File: config.mk
export PLATFORM = sky130hd
export DESIGN_NAME = smb_host_regs
export DESIGN_NICKNAME = d
export VERILOG_FILES = /design/src/rtl/smb_host_pkg.sv /design/src/rtl/smb_status_unit.sv /design/src/rtl/smb_ctrl_unit.sv /design/src/rtl/smb_data_bank.sv /design/src/rtl/smb_host_regs.sv
export SDC_FILE = /design/constraint.sdc
export NUM_CORES = 1
export LEC_CHECK = 0
export BUFFER_PORTS_ARGS = -buffer_cell sky130_fd_sc_hd__buf_2
export CAP_MARGIN = 10
export CORE_UTILIZATION = 60
export DETAILED_ROUTE_END_ITERATION = 10
export PLACE_DENSITY = 0.89
export REMOVE_ABC_BUFFERS = 1
export SLEW_MARGIN = 40
export SYNTH_ARGS = -nofsm -noshare
export SYNTH_HDL_FRONTEND = slang
export SYNTH_SLANG_ARGS = --single-unit
File: constraint.sdc
create_clock -name clk -period 4.2 [get_ports clk]
set_clock_uncertainty 0.2 [all_clocks]
set_input_delay 0.84 -clock clk [delete_from_list [all_inputs] [get_ports clk]]
set_output_delay 0.84 -clock clk [all_outputs]
set_load 0.1 [all_outputs]
File: src/rtl/smb_host_pkg.sv
package smb_host_pkg;

    parameter int AW = 4;
    parameter int DW = 8;

    typedef logic [AW-1:0] addr_t;
    typedef logic [DW-1:0] byte_t;

    // Offsets decoded by software and by the sequencer hookup
    localparam addr_t OFS_STAT  = 4'h0;
    localparam addr_t OFS_CTRL  = 4'h2;
    localparam addr_t OFS_D0    = 4'h5;
    localparam addr_t OFS_D1    = 4'h6;
    localparam addr_t OFS_BLK   = 4'h7;

    // Contiguous byte bank: command .. slave data high
    localparam int DATA_BASE = 3;
    localparam int DATA_CNT  = 9;
    localparam int SLOT_CMD  = 0;
    localparam int SLOT_TADR = 1;
    localparam int SLOT_D0   = 2;
    localparam int SLOT_D1   = 3;
    localparam int SLOT_BLK  = 4;

    typedef enum logic [1:0] {
        RX_D0   = 2'd0,
        RX_D1   = 2'd1,
        RX_BLK  = 2'd2,
        RX_NONE = 2'd3
    } rx_sel_e;

    typedef struct packed {
        logic bdone;
        logic inuse;
        logic fail;
        logic derr;
        logic done;
        logic busy;
    } stat_t;

    typedef struct packed {
        logic bdone;
        logic inuse;
        logic fail;
        logic derr;
        logic done;
    } clr_t;

    // Byte image of status: 7 bdone, 6 inuse, 4 fail, 2 derr, 1 done, 0 busy
    function automatic byte_t stat_pack(stat_t s);
        return {s.bdone, s.inuse, 1'b0, s.fail, 1'b0, s.derr, s.done, s.busy};
    endfunction

    function automatic clr_t clr_unpack(byte_t w);
        return '{bdone: w[7], inuse: w[6], fail: w[4], derr: w[2], done: w[1]};
    endfunction

    // Set event has priority over a write-one clear
    function automatic logic flag_next(logic cur, logic set_ev, logic clr);
        return set_ev | (cur & ~clr);
    endfunction

    function automatic rx_sel_e rx_slot_of(int ofs);
        if (ofs == int'(OFS_D0))  return RX_D0;
        if (ofs == int'(OFS_D1))  return RX_D1;
        if (ofs == int'(OFS_BLK)) return RX_BLK;
        return RX_NONE;
    endfunction

endpackage

File: src/rtl/smb_status_unit.sv
module smb_status_unit
    import smb_host_pkg::*;
(
    input  logic  clk,
    input  logic  rst,
    input  logic  stat_wr,
    input  clr_t  clr,
    input  logic  stat_rd,
    input  logic  start_ok,
    input  logic  kill_rise,
    input  logic  ev_done,
    input  logic  ev_err,
    input  logic  ev_bdone,
    output stat_t st
);

    logic  claim;
    clr_t  cm;

    assign claim = stat_rd & ~stat_wr;
    assign cm    = stat_wr ? clr : '0;

    always_ff @(posedge clk) begin
        if (rst) begin
            st <= '0;
        end else begin
            if (kill_rise)
                st.busy <= 1'b0;
            else if (start_ok)
                st.busy <= 1'b1;
            else if (ev_done || ev_err)
                st.busy <= 1'b0;

            st.done  <= flag_next(st.done,  ev_done,              cm.done);
            st.derr  <= flag_next(st.derr,  ev_err,               cm.derr);
            st.fail  <= flag_next(st.fail,  kill_rise & st.busy,  cm.fail);
            st.bdone <= flag_next(st.bdone, ev_bdone,             cm.bdone);
            st.inuse <= flag_next(st.inuse, claim,                cm.inuse);
        end
    end

endmodule

File: src/rtl/smb_ctrl_unit.sv
module smb_ctrl_unit
    import smb_host_pkg::*;
(
    input  logic       clk,
    input  logic       rst,
    input  logic       ctrl_wr,
    input  logic       w_start,
    input  logic [2:0] w_proto,
    input  logic       w_kill,
    input  logic       w_ien,
    input  logic       busy,
    input  logic       cfg_i2c,
    output logic       start_ok,
    output logic       kill_rise,
    output logic       seq_start,
    output logic       seq_kill,
    output logic [2:0] proto,
    output logic       kill_lvl,
    output logic       ien,
    output logic       seq_i2c,
    output byte_t      ctrl_rd
);

    assign start_ok  = ctrl_wr & w_start & ~w_kill & ~busy & ~kill_lvl;
    assign kill_rise = ctrl_wr & w_kill & ~kill_lvl;
    assign ctrl_rd   = {3'b000, proto, kill_lvl, ien};

    always_ff @(posedge clk) begin
        if (rst) begin
            proto     <= '0;
            kill_lvl  <= 1'b0;
            ien       <= 1'b0;
            seq_start <= 1'b0;
            seq_kill  <= 1'b0;
            seq_i2c   <= 1'b0;
        end else begin
            seq_start <= start_ok;
            seq_kill  <= kill_rise;
            if (ctrl_wr) begin
                proto    <= w_proto;
                kill_lvl <= w_kill;
                ien      <= w_ien;
            end
            if (start_ok)
                seq_i2c <= cfg_i2c;
        end
    end

endmodule

File: src/rtl/smb_data_bank.sv
module smb_data_bank
    import smb_host_pkg::*;
#(
    parameter int BASE = DATA_BASE,
    parameter int CNT  = DATA_CNT
) (
    input  logic                clk,
    input  logic                rst,
    input  logic                wr,
    input  addr_t               addr,
    input  byte_t               wdata,
    input  logic                rx_we,
    input  rx_sel_e             rx_sel,
    input  byte_t               rx_byte,
    output logic [CNT-1:0][DW-1:0] q
);

    for (genvar i = 0; i < CNT; i++) begin : g_slot
        localparam int      OFS   = BASE + i;
        localparam rx_sel_e MY_RX = rx_slot_of(OFS);
        logic  rx_hit;
        logic  sw_hit;
        byte_t slot_q;

        assign rx_hit = rx_we && (MY_RX != RX_NONE) && (rx_sel == MY_RX);
        assign sw_hit = wr && (addr == AW'(OFS));
        assign q[i]   = slot_q;

        always_ff @(posedge clk) begin
            if (rst)
                slot_q <= '0;
            else if (rx_hit)
                slot_q <= rx_byte;
            else if (sw_hit)
                slot_q <= wdata;
        end
    end

endmodule

File: src/rtl/smb_host_regs.sv
module smb_host_regs
    import smb_host_pkg::*;
(
    input  logic       clk,
    input  logic       rst,
    input  logic [3:0] reg_addr,
    input  logic       reg_wr,
    input  logic       reg_rd,
    input  logic [7:0] reg_wdata,
    output logic [7:0] reg_rdata,
    input  logic       cfg_i2c_mode,
    output logic       seq_start,
    output logic       seq_kill,
    output logic [2:0] seq_proto,
    output logic       seq_i2c,
    output logic [7:0] seq_cmd,
    output logic [7:0] seq_taddr,
    output logic [7:0] seq_data0,
    output logic [7:0] seq_data1,
    input  logic       seq_done,
    input  logic       seq_error,
    input  logic       seq_byte_done,
    input  logic       seq_rx_we,
    input  logic [1:0] seq_rx_sel,
    input  logic [7:0] seq_rx_byte,
    output logic [7:0] blk_byte,
    output logic       blk_push,
    output logic       blk_wait,
    output logic       irq
);

    stat_t st;
    logic  stat_wr, stat_rd, ctrl_wr;
    logic  start_ok, kill_rise, kill_lvl, ien;
    byte_t ctrl_rd;
    logic [DATA_CNT-1:0][DW-1:0] bank_q;
    logic  push_q;

    assign stat_wr = reg_wr && (reg_addr == OFS_STAT);
    assign stat_rd = reg_rd && (reg_addr == OFS_STAT);
    assign ctrl_wr = reg_wr && (reg_addr == OFS_CTRL);

    smb_status_unit u_status (
        .clk       (clk),
        .rst       (rst),
        .stat_wr   (stat_wr),
        .clr       (clr_unpack(reg_wdata)),
        .stat_rd   (stat_rd),
        .start_ok  (start_ok),
        .kill_rise (kill_rise),
        .ev_done   (seq_done),
        .ev_err    (seq_error),
        .ev_bdone  (seq_byte_done),
        .st        (st)
    );

    smb_ctrl_unit u_ctrl (
        .clk       (clk),
        .rst       (rst),
        .ctrl_wr   (ctrl_wr),
        .w_start   (reg_wdata[6]),
        .w_proto   (reg_wdata[4:2]),
        .w_kill    (reg_wdata[1]),
        .w_ien     (reg_wdata[0]),
        .busy      (st.busy),
        .cfg_i2c   (cfg_i2c_mode),
        .start_ok  (start_ok),
        .kill_rise (kill_rise),
        .seq_start (seq_start),
        .seq_kill  (seq_kill),
        .proto     (seq_proto),
        .kill_lvl  (kill_lvl),
        .ien       (ien),
        .seq_i2c   (seq_i2c),
        .ctrl_rd   (ctrl_rd)
    );

    smb_data_bank #(
        .BASE (DATA_BASE),
        .CNT  (DATA_CNT)
    ) u_bank (
        .clk     (clk),
        .rst     (rst),
        .wr      (reg_wr),
        .addr    (reg_addr),
        .wdata   (reg_wdata),
        .rx_we   (seq_rx_we),
        .rx_sel  (rx_sel_e'(seq_rx_sel)),
        .rx_byte (seq_rx_byte),
        .q       (bank_q)
    );

    // Hand-over of a block byte only while the sequencer is parked
    always_ff @(posedge clk) begin
        if (rst)
            push_q <= 1'b0;
        else
            push_q <= reg_wr && (reg_addr == OFS_BLK) && st.bdone;
    end

    always_comb begin
        reg_rdata = '0;
        if (reg_addr == OFS_STAT)
            reg_rdata = stat_pack(st);
        else if (reg_addr == OFS_CTRL)
            reg_rdata = ctrl_rd;
        else
            for (int i = 0; i < DATA_CNT; i++)
                if (reg_addr == AW'(DATA_BASE + i))
                    reg_rdata = bank_q[i];
    end

    assign seq_cmd   = bank_q[SLOT_CMD];
    assign seq_taddr = bank_q[SLOT_TADR];
    assign seq_data0 = bank_q[SLOT_D0];
    assign seq_data1 = bank_q[SLOT_D1];
    assign blk_byte  = bank_q[SLOT_BLK];
    assign blk_push  = push_q;
    assign blk_wait  = st.bdone;
    assign irq       = ien & (st.done | st.fail | st.bdone);

endmodule

==> results of run 1 <==
-- registers in the layout, indices dropped and copies added, names as in the netlist --
| signal | flops |
|---|---|
| blk_push | 1 |
| u_ctrl.ien | 1 |
| u_ctrl.proto | 3 |
| u_status.st | 6 |
| u_ctrl.seq_kill | 1 |
| u_ctrl.seq_i2c | 1 |
| u_ctrl.kill_lvl | 1 |
| u_ctrl.seq_start | 1 |
| u_bank.g_slot.slot_q | 72 |
-- synth_stat cells, types with 2 or more instances --
| cell | instances |
|---|---|
| dfxtp_1 | 87 |
| nor2_1 | 69 |
| mux2i_1 | 56 |
| buf_4 | 51 |
| nand2_1 | 39 |
| a21oi_1 | 38 |
| o21ai_0 | 36 |
| a211oi_1 | 27 |
| clkbuf_1 | 25 |
| buf_2 | 10 |
| nand3_1 | 10 |
| inv_1 | 8 |
| o22ai_1 | 7 |
| mux2_2 | 6 |
| nor2b_1 | 6 |
| mux4_2 | 5 |
| o32ai_1 | 4 |
| a32oi_1 | 3 |
| and3_1 | 3 |
| nand2b_1 | 3 |
| nand3b_1 | 3 |
| o22a_1 | 3 |
| a211oi_2 | 2 |
| a221oi_2 | 2 |
| a22oi_1 | 2 |
| a31o_2 | 2 |
| buf_6 | 2 |
| nor3_1 | 2 |
| nor3b_1 | 2 |
| nor4_4 | 2 |
| o2bb2ai_1 | 2 |
| or3b_1 | 2 |
-- power breakdown --
part / switching (mW) / internal [mW] / total [mW] / leakage (nW)
Combinational: 0.319 / 0.107 / 0.426 / 1.30
Sequential: 0.0209 / 0.848 / 0.869 / 0.706
Clock: 0.291 / 0.215 / 0.506 / 0.0736
Total: 0.630 / 1.17 / 1.80 / 2.08
-- cells in the final DEF (no fill, tap or decap), drive strengths merged, types with 4 or more instances in the layout --
cell type and n:
mux2i 56, a21oi 38, clkbuf 13, nand3b 4, inv 9, buf 97
o32ai 4, o21ai 38, nor2 69, mux2 6, nand2b 4, nand3 11
nor2b 6, nand2 39, a211oi 29, mux4 5, o22ai 7, dfxtp 87
-- per-layer routing --
| metal | share of wire | up-vias | global-route usage |
|---|---|---|---|
| met4 | 0.024 | 0 | 0.163 |
| met2 | 0.48 | 246 | 0.506 |
| met1 | 0.41 | 2094 | 0.409 |
| met3 | 0.082 | 34 | 0.0553 |
| met5 | 0 | - | 0 |
| li1 | - | 1962 | - |
-- how the worst max path moves through the flow --
stage | slack, ns | depth (start not counted) | endpoint | start
after floorplan | -0.60 | 4 | reg_rdata[7] | u_status.st[5]
after global placement | 0.57 | 7 | reg_rdata[0] | reg_addr[0]
after detailed placement | 0.47 | 6 | reg_rdata[7] | reg_addr[3]
after CTS | 0.47 | 6 | reg_rdata[7] | reg_addr[3]
after global routing | 0.35 | 6 | reg_rdata[7] | reg_addr[3]
final | 0.40 | 6 | reg_rdata[7] | reg_addr[3]
-- cell families after synthesis --
logic type,Yosys count,share of synthesized area
AND/OR/NAND/NOR,154,0.160
AO/OA/AOI/OAI,144,0.201
buffers and inverters,97,0.122
flip-flops,87,0.364
multiplexers,67,0.155
-- layout make-up --
type	instances	area share
multi-input combinational	365	0.483
sequential	87	0.340
timing repair buffer	97	0.114
clock buffer	13	0.0271
tap	102	0.0249
inverter	9	0.00660
clock inverter	3	0.00391
-- worst min-delay path: stages (launching register included) --
cell and delay (ns):
dfxtp_1 0.32, o21ai_0 0.07, a21oi_1 0.06
==> impl_results.md, run 1 <==
- Status: complete, no violations
- CP Buf/Inv Count: 3
- Number of global-route vias before repair: 4011
- Final Cell Area: 0.00512 mm2
- Setup TNS: 0 ns
- Yosys reg bits: 87
- Area share of the largest cell type after synthesis: 0.364
- Core area: ~0.0077 mm2
- Hold Crit Class: reg -> reg
- Reg2reg end: u_ctrl.seq_i2c
- Final worst slack: around 0.40 ns
- Worst R2R Path Depth: 4
- Depth of the CTS H-tree: 3
- DR DRC count: 0
- DR vias: 4336
- Synthesized area: 0.00479 mm2
- Post-Route WL: 13000 um
- Final worst-path cycle share: 0.904
- Worst Path Required: roughly 3.2 ns
- Hold depth: 2
- Max-slew violations: 0
- Peak supply drop: roughly 170 uV
- Antenna-violating nets left: 0
- Register area share after synthesis: 0.364
- Final min period: 3.80 ns
- Most used DFF post-synth: dfxtp_1
- Largest area contributor in the netlist: dfxtp_1
- Worst EP arrival: 2.76 ns
- Deepest clock path buffer count: 2
- Initial antenna violation count: 0
- CTS root buf: clkbuf_8
- CTS tree: built
- Reg2reg start: u_status.st[0]
- Setup violators final: 0
- # fillers: 634
- Async set or reset register ratio after synthesis: 0
- RSZ-0062 raised after global routing: false
- Worst skew pair latency: 0.36 ns
- Headroom to the max-slew limit: 0.454
- FP Rows: 32
- Grt total ovfl: 0
- Non-Filler Instances: 676
- IO Count: a little under 90
- Top cells by area, synth: dfxtp_1, mux2i_1, buf_4
- Clock-pin slew on the worst setup and hold paths: 0.08 ns
- Worst slack, placed: between 0.4 and 0.5 ns
- Hold path start: u_bank.g_slot[7].slot_q[6]
- Port bufs: 87
- Placer congestion estimate: 0.992
- Power Dens Cells: 352 mW/mm2
- Largest fanout on the critical path: 23
- Inst Count DP: 660
- Die X: 91.4 um
- Drt first pass iters: 5
- Vias/cell: 6.41
- Number of flops mapped to enable cells by yosys: 0
- Initial Utilization: 0.620
- Dpl cell area: just under 0.005 mm2
- Yosys warns: 0
- Crit Path Class: in -> out
- Syn Area/Cell: approximately 8.7 um2
- CTS Buf Count: 9
- Worst setup SP type: primary input
- Routed len/inst: 19.3 um
- Hold slack: 0.288 ns
- Overall Global Routing Usage: 0.316
- Synthesis-to-layout area growth: 6.84%
- Fin util: 0.662
- # nets final: 600
- Antenna Cells: 0
- Multi-input combinational cell area: 0.00247 mm2
- First-pass GRT wire length: 20500 um
- Final Hold Viols: 0
- Distinct cells, synth: 62
- HPWL reported at the end of detailed placement: 9280 um
- Number of maximum-capacitance violations: 0
- Leakage: 2.08 nW
- Largest stage delay on the critical path: 0.54 ns
- Total power: 1.80 mW
- CP endpoint kind: output port
- Setup slack, reg-to-reg: 2.54 ns
- Worst-margin pin slew: 0.819 ns
- Layout cells sized above 1: 0.242
- CTS Sinks: between 80 and 90
- Hold path endpoint: u_bank.g_slot[7].slot_q[6]
- Die height: between 90 and 100 um
- Die area: 0.00835 mm2
- Cts repair resizes: 0
- Delay-heaviest family, CP: buffers and inverters
- Synth Instances: approximately 550
- Fmax achieved: 263 MHz
- Post-CTS Hold Buffers: 0
- Reg area: ~0.0017 mm2
- First DRT Iteration DRCs: 385
- Largest net degree at the start of global routing: 39
- Postcts setup bufs: 0
- CP Cell Sequence: buf_2 -> inv_1 -> nor4_1 -> a311oi_1 -> a221oi_1 -> buf_12
- Slowest CP cell: a221oi_1
Note: power is estimated with default switching activity, not from simulation.
==> inputs of run 2 (changes only) <==
--- a/config.mk
+++ b/config.mk
@@ -5,11 +5,12 @@
 export SDC_FILE = /design/constraint.sdc
 export NUM_CORES = 1
 export LEC_CHECK = 0
+export ABC_AREA = 1
 export BUFFER_PORTS_ARGS = -buffer_cell sky130_fd_sc_hd__buf_2
 export CAP_MARGIN = 10
 export CORE_UTILIZATION = 60
 export DETAILED_ROUTE_END_ITERATION = 10
-export PLACE_DENSITY = 0.89
+export PLACE_DENSITY = 0.9
 export REMOVE_ABC_BUFFERS = 1
 export SLEW_MARGIN = 40
 export SYNTH_ARGS = -nofsm -noshare
==> impl_results.md, run 2 <==
- Register area share after synthesis: 0.388 (+0.0240)
- CTS tree: built
- Number of global-route vias before repair: 3862 (-3.7%)
- Number of maximum-capacitance violations: 0 (unchanged)
- Final min period: 3.63 ns (-0.164 ns)
- Total power: 1.78 mW (-0.96%)
- Inst Count DP: 787 (+19%)
- Most used DFF post-synth: dfxtp_1
- Max FFs per register: 72 (unchanged)
- FP Rows: 31 (-3.1%)
- Final Hold Viols: 0 (unchanged)
- Slowest CP cell: nor3_2
- Hold slack: 0.261 ns (-0.0264 ns)
- Overall Global Routing Usage: 0.313 (-0.00292)
- Antenna Cells: 0 (unchanged)
- Max-slew violations: 0 (unchanged)
- Largest net degree at the start of global routing: 47 (+21%)
- Post-CTS Hold Buffers: 0 (unchanged)
- Yosys reg bits: 87 (unchanged)
- Post-Route WL: 12000 um (-7.7%)
- Fmax achieved: 275 MHz (+4.5%)
- Most common cell after layout, fill and taps aside: nand2_1
- CTS Sinks: 87 (unchanged)
- Final worst-path cycle share: 0.865 (-0.0391)
- Antenna-violating nets left: 0 (unchanged)
- Initial antenna violation count: 0 (unchanged)
- Depth of the CTS H-tree: 3 (unchanged)
- Worst skew pair latency: 0.37 ns (about the same)
- CTS Buf Count: 9 (unchanged)
- CP endpoint kind: output port
- Crit Path Class: in -> out
- Leakage: 2.10 nW (+0.66%)
- First-pass GRT wire length: 18700 um (-8.9%)
- Synth Instances: 669 (+22%)
- DR vias: 4517 (+4.2%)
- Grt total ovfl: 0 (unchanged)
- Cts repair resizes: 0 (unchanged)
- RSZ-0062 raised after global routing: false
- Delay-heaviest family, CP: buffers and inverters
- Top-count cell post-synth: nand2_1
- Largest regs: u_bank.g_slot.slot_q x72, u_status.st x6, u_ctrl.proto x3
- Multi-input combinational cell area: 0.00210 mm2 (-15%)
- Placer congestion estimate: 0.925 (-6.7%)
- Worst R2R Path Depth: 6 (+2)
- Synthesized area: 0.00449 mm2 (-6.2%)
- Die area: 0.00784 mm2 (-6.1%)
- CTS root buf: clkbuf_8
- Yosys warns: 0 (unchanged)
- Setup TNS: 0 ns (unchanged)
- Number of flops mapped to enable cells by yosys: 0 (unchanged)
- Die height: 88.5 um (-3.1%)
- Largest stage delay on the critical path: 0.45 ns (-0.09 ns)
- First DRT Iteration DRCs: 436 (+13%)
- Async set or reset register ratio after synthesis: 0 (unchanged)
- Clock-pin slew on the worst setup and hold paths: 0.09 ns (about the same)
- Setup slack, reg-to-reg: 3.01 ns (+0.47 ns)
- Area share of the largest cell type after synthesis: 0.388 (+0.0240)
- Largest area contributor in the netlist: dfxtp_1
- Hold Crit Class: reg -> reg
- Headroom to the max-slew limit: 0.493 (+0.0393)
- Most flop-heavy register: u_bank.g_slot.slot_q
- Hold depth: 2 (unchanged)
- Port bufs: 87 (unchanged)
- Final Cell Area: 0.00485 mm2 (-5.3%)
- Postcts setup bufs: 0 (unchanged)
- Peak supply drop: 234 uV (+34%)
- Distinct cells, synth: 25 (-60%)
- Reg area: 0.00174 mm2 (unchanged)
- Dpl cell area: 0.00466 mm2 (-6.1%)
- Initial Utilization: 0.620 (about the same)
- Hold path start: u_bank.g_slot[8].slot_q[4]
- Routed len/inst: 15.0 um (-22%)
- Layout cells sized above 1: 0.188 (-0.0547)
- Most frequent cells in the layout: nand2_1, dfxtp_1, buf_2, nor2_1, nand3_1
- Vias/cell: 5.63 (-12%)
- Die X: 88.5 um (-3.1%)
- HPWL reported at the end of detailed placement: 8430 um (-9.2%)
- Core area: 0.00725 mm2 (-6.1%)
- Largest fanout on the critical path: 9 (-61%)
- Deepest clock path buffer count: 2 (unchanged)
- Power Dens Cells: 368 mW/mm2 (+4.6%)
- CP Cell Sequence: buf_2 -> inv_2 -> nand2_1 -> nor3_2 -> buf_4 -> nand2_1 -> nand4_1 -> nor2_1 -> nor2_1 -> buf_2
- Status: complete, no violations
- # nets final: 730 (+22%)
- IO Count: 88 (unchanged)
- Synthesis-to-layout area growth: 7.85%
- Syn Area/Cell: 6.72 um2 (-23%)
- Hold path endpoint: u_bank.g_slot[8].slot_q[4]
- Worst Path Required: 3.16 ns (about the same)
- Reg2reg start: u_status.st[0]
- Top cells by area, synth: dfxtp_1, nand2_1, nand3_1
- Top post-synthesis cells by count: nand2_1, dfxtp_1, nor2_1, nand3_1, a21oi_1
- Non-Filler Instances: 803 (+19%)
- Worst-margin pin slew: 0.760 ns (-0.0589 ns)
- CP Buf/Inv Count: 4 (+1)
- Drt first pass iters: 7 (+2)
- Worst setup SP type: primary input
- Worst EP arrival: 2.59 ns (-0.17 ns)
- Setup violators final: 0 (unchanged)
- Reg2reg end: u_ctrl.seq_i2c
- DR DRC count: 0 (unchanged)
- # fillers: 622 (-1.9%)
-- run 2: final cells by class --
| type | count | area share |
|---|---|---|
| multi-input combinational | 451 | 0.433 |
| sequential | 87 | 0.359 |
| timing repair buffer | 93 | 0.0991 |
| inverter | 57 | 0.0441 |
| clock buffer | 9 | 0.0256 |
| tap | 99 | 0.0256 |
| clock inverter | 7 | 0.0132 |
-- run 2: worst max path at each step --
stage                      startpoint  slack, ns            to  depth (start not counted)
after floorplan           reg_addr[0]       0.06  reg_rdata[5]                          9
after global placement    reg_addr[2]       0.63  reg_rdata[5]                         10
after detailed placement  reg_addr[2]       0.65  reg_rdata[5]                         10
after CTS                 reg_addr[2]       0.62  reg_rdata[5]                         10
after global routing      reg_addr[2]       0.41  reg_rdata[5]                         10
final                     reg_addr[2]       0.57  reg_rdata[5]                         10
-- run 2: worst min-delay path, stage by stage, from the launching register on --
cell and delay (ns):
dfxtp_1 0.31, inv_1 0.06, a21oi_1 0.05
-- run 2: cell families after synthesis --
family / after synthesis / share of synthesized area
flip-flops: 87 / 0.388
buffers and inverters: 131 / 0.145
AO/OA/AOI/OAI: 133 / 0.162
AND/OR/NAND/NOR: 318 / 0.305
-- run 2: per-layer routing --
metal,track usage,vias up,part of all wire
met5,0,-,0
met4,0.183,0,0.044
met3,0.0466,38,0.076
met2,0.478,236,0.45
met1,0.423,2045,0.43
li1,-,2198,-
-- run 2: metrics by stage --
stage          utilization  setup slack, ns
6_report             0.668            0.566
5_1_grt              0.668            0.406
4_1_cts              0.668            0.621
3_5_place_dp         0.642            0.646
3_3_place_gp         0.642            0.631
2_1_floorplan            -           0.0626
-- run 2: where the power goes --
part / leakage (nW) / total [mW] / switching [mW] / internal, mW
Clock: 0.0903 / 0.560 / 0.332 / 0.228
Sequential: 0.707 / 0.868 / 0.0192 / 0.849
Combinational: 1.30 / 0.354 / 0.293 / 0.0613
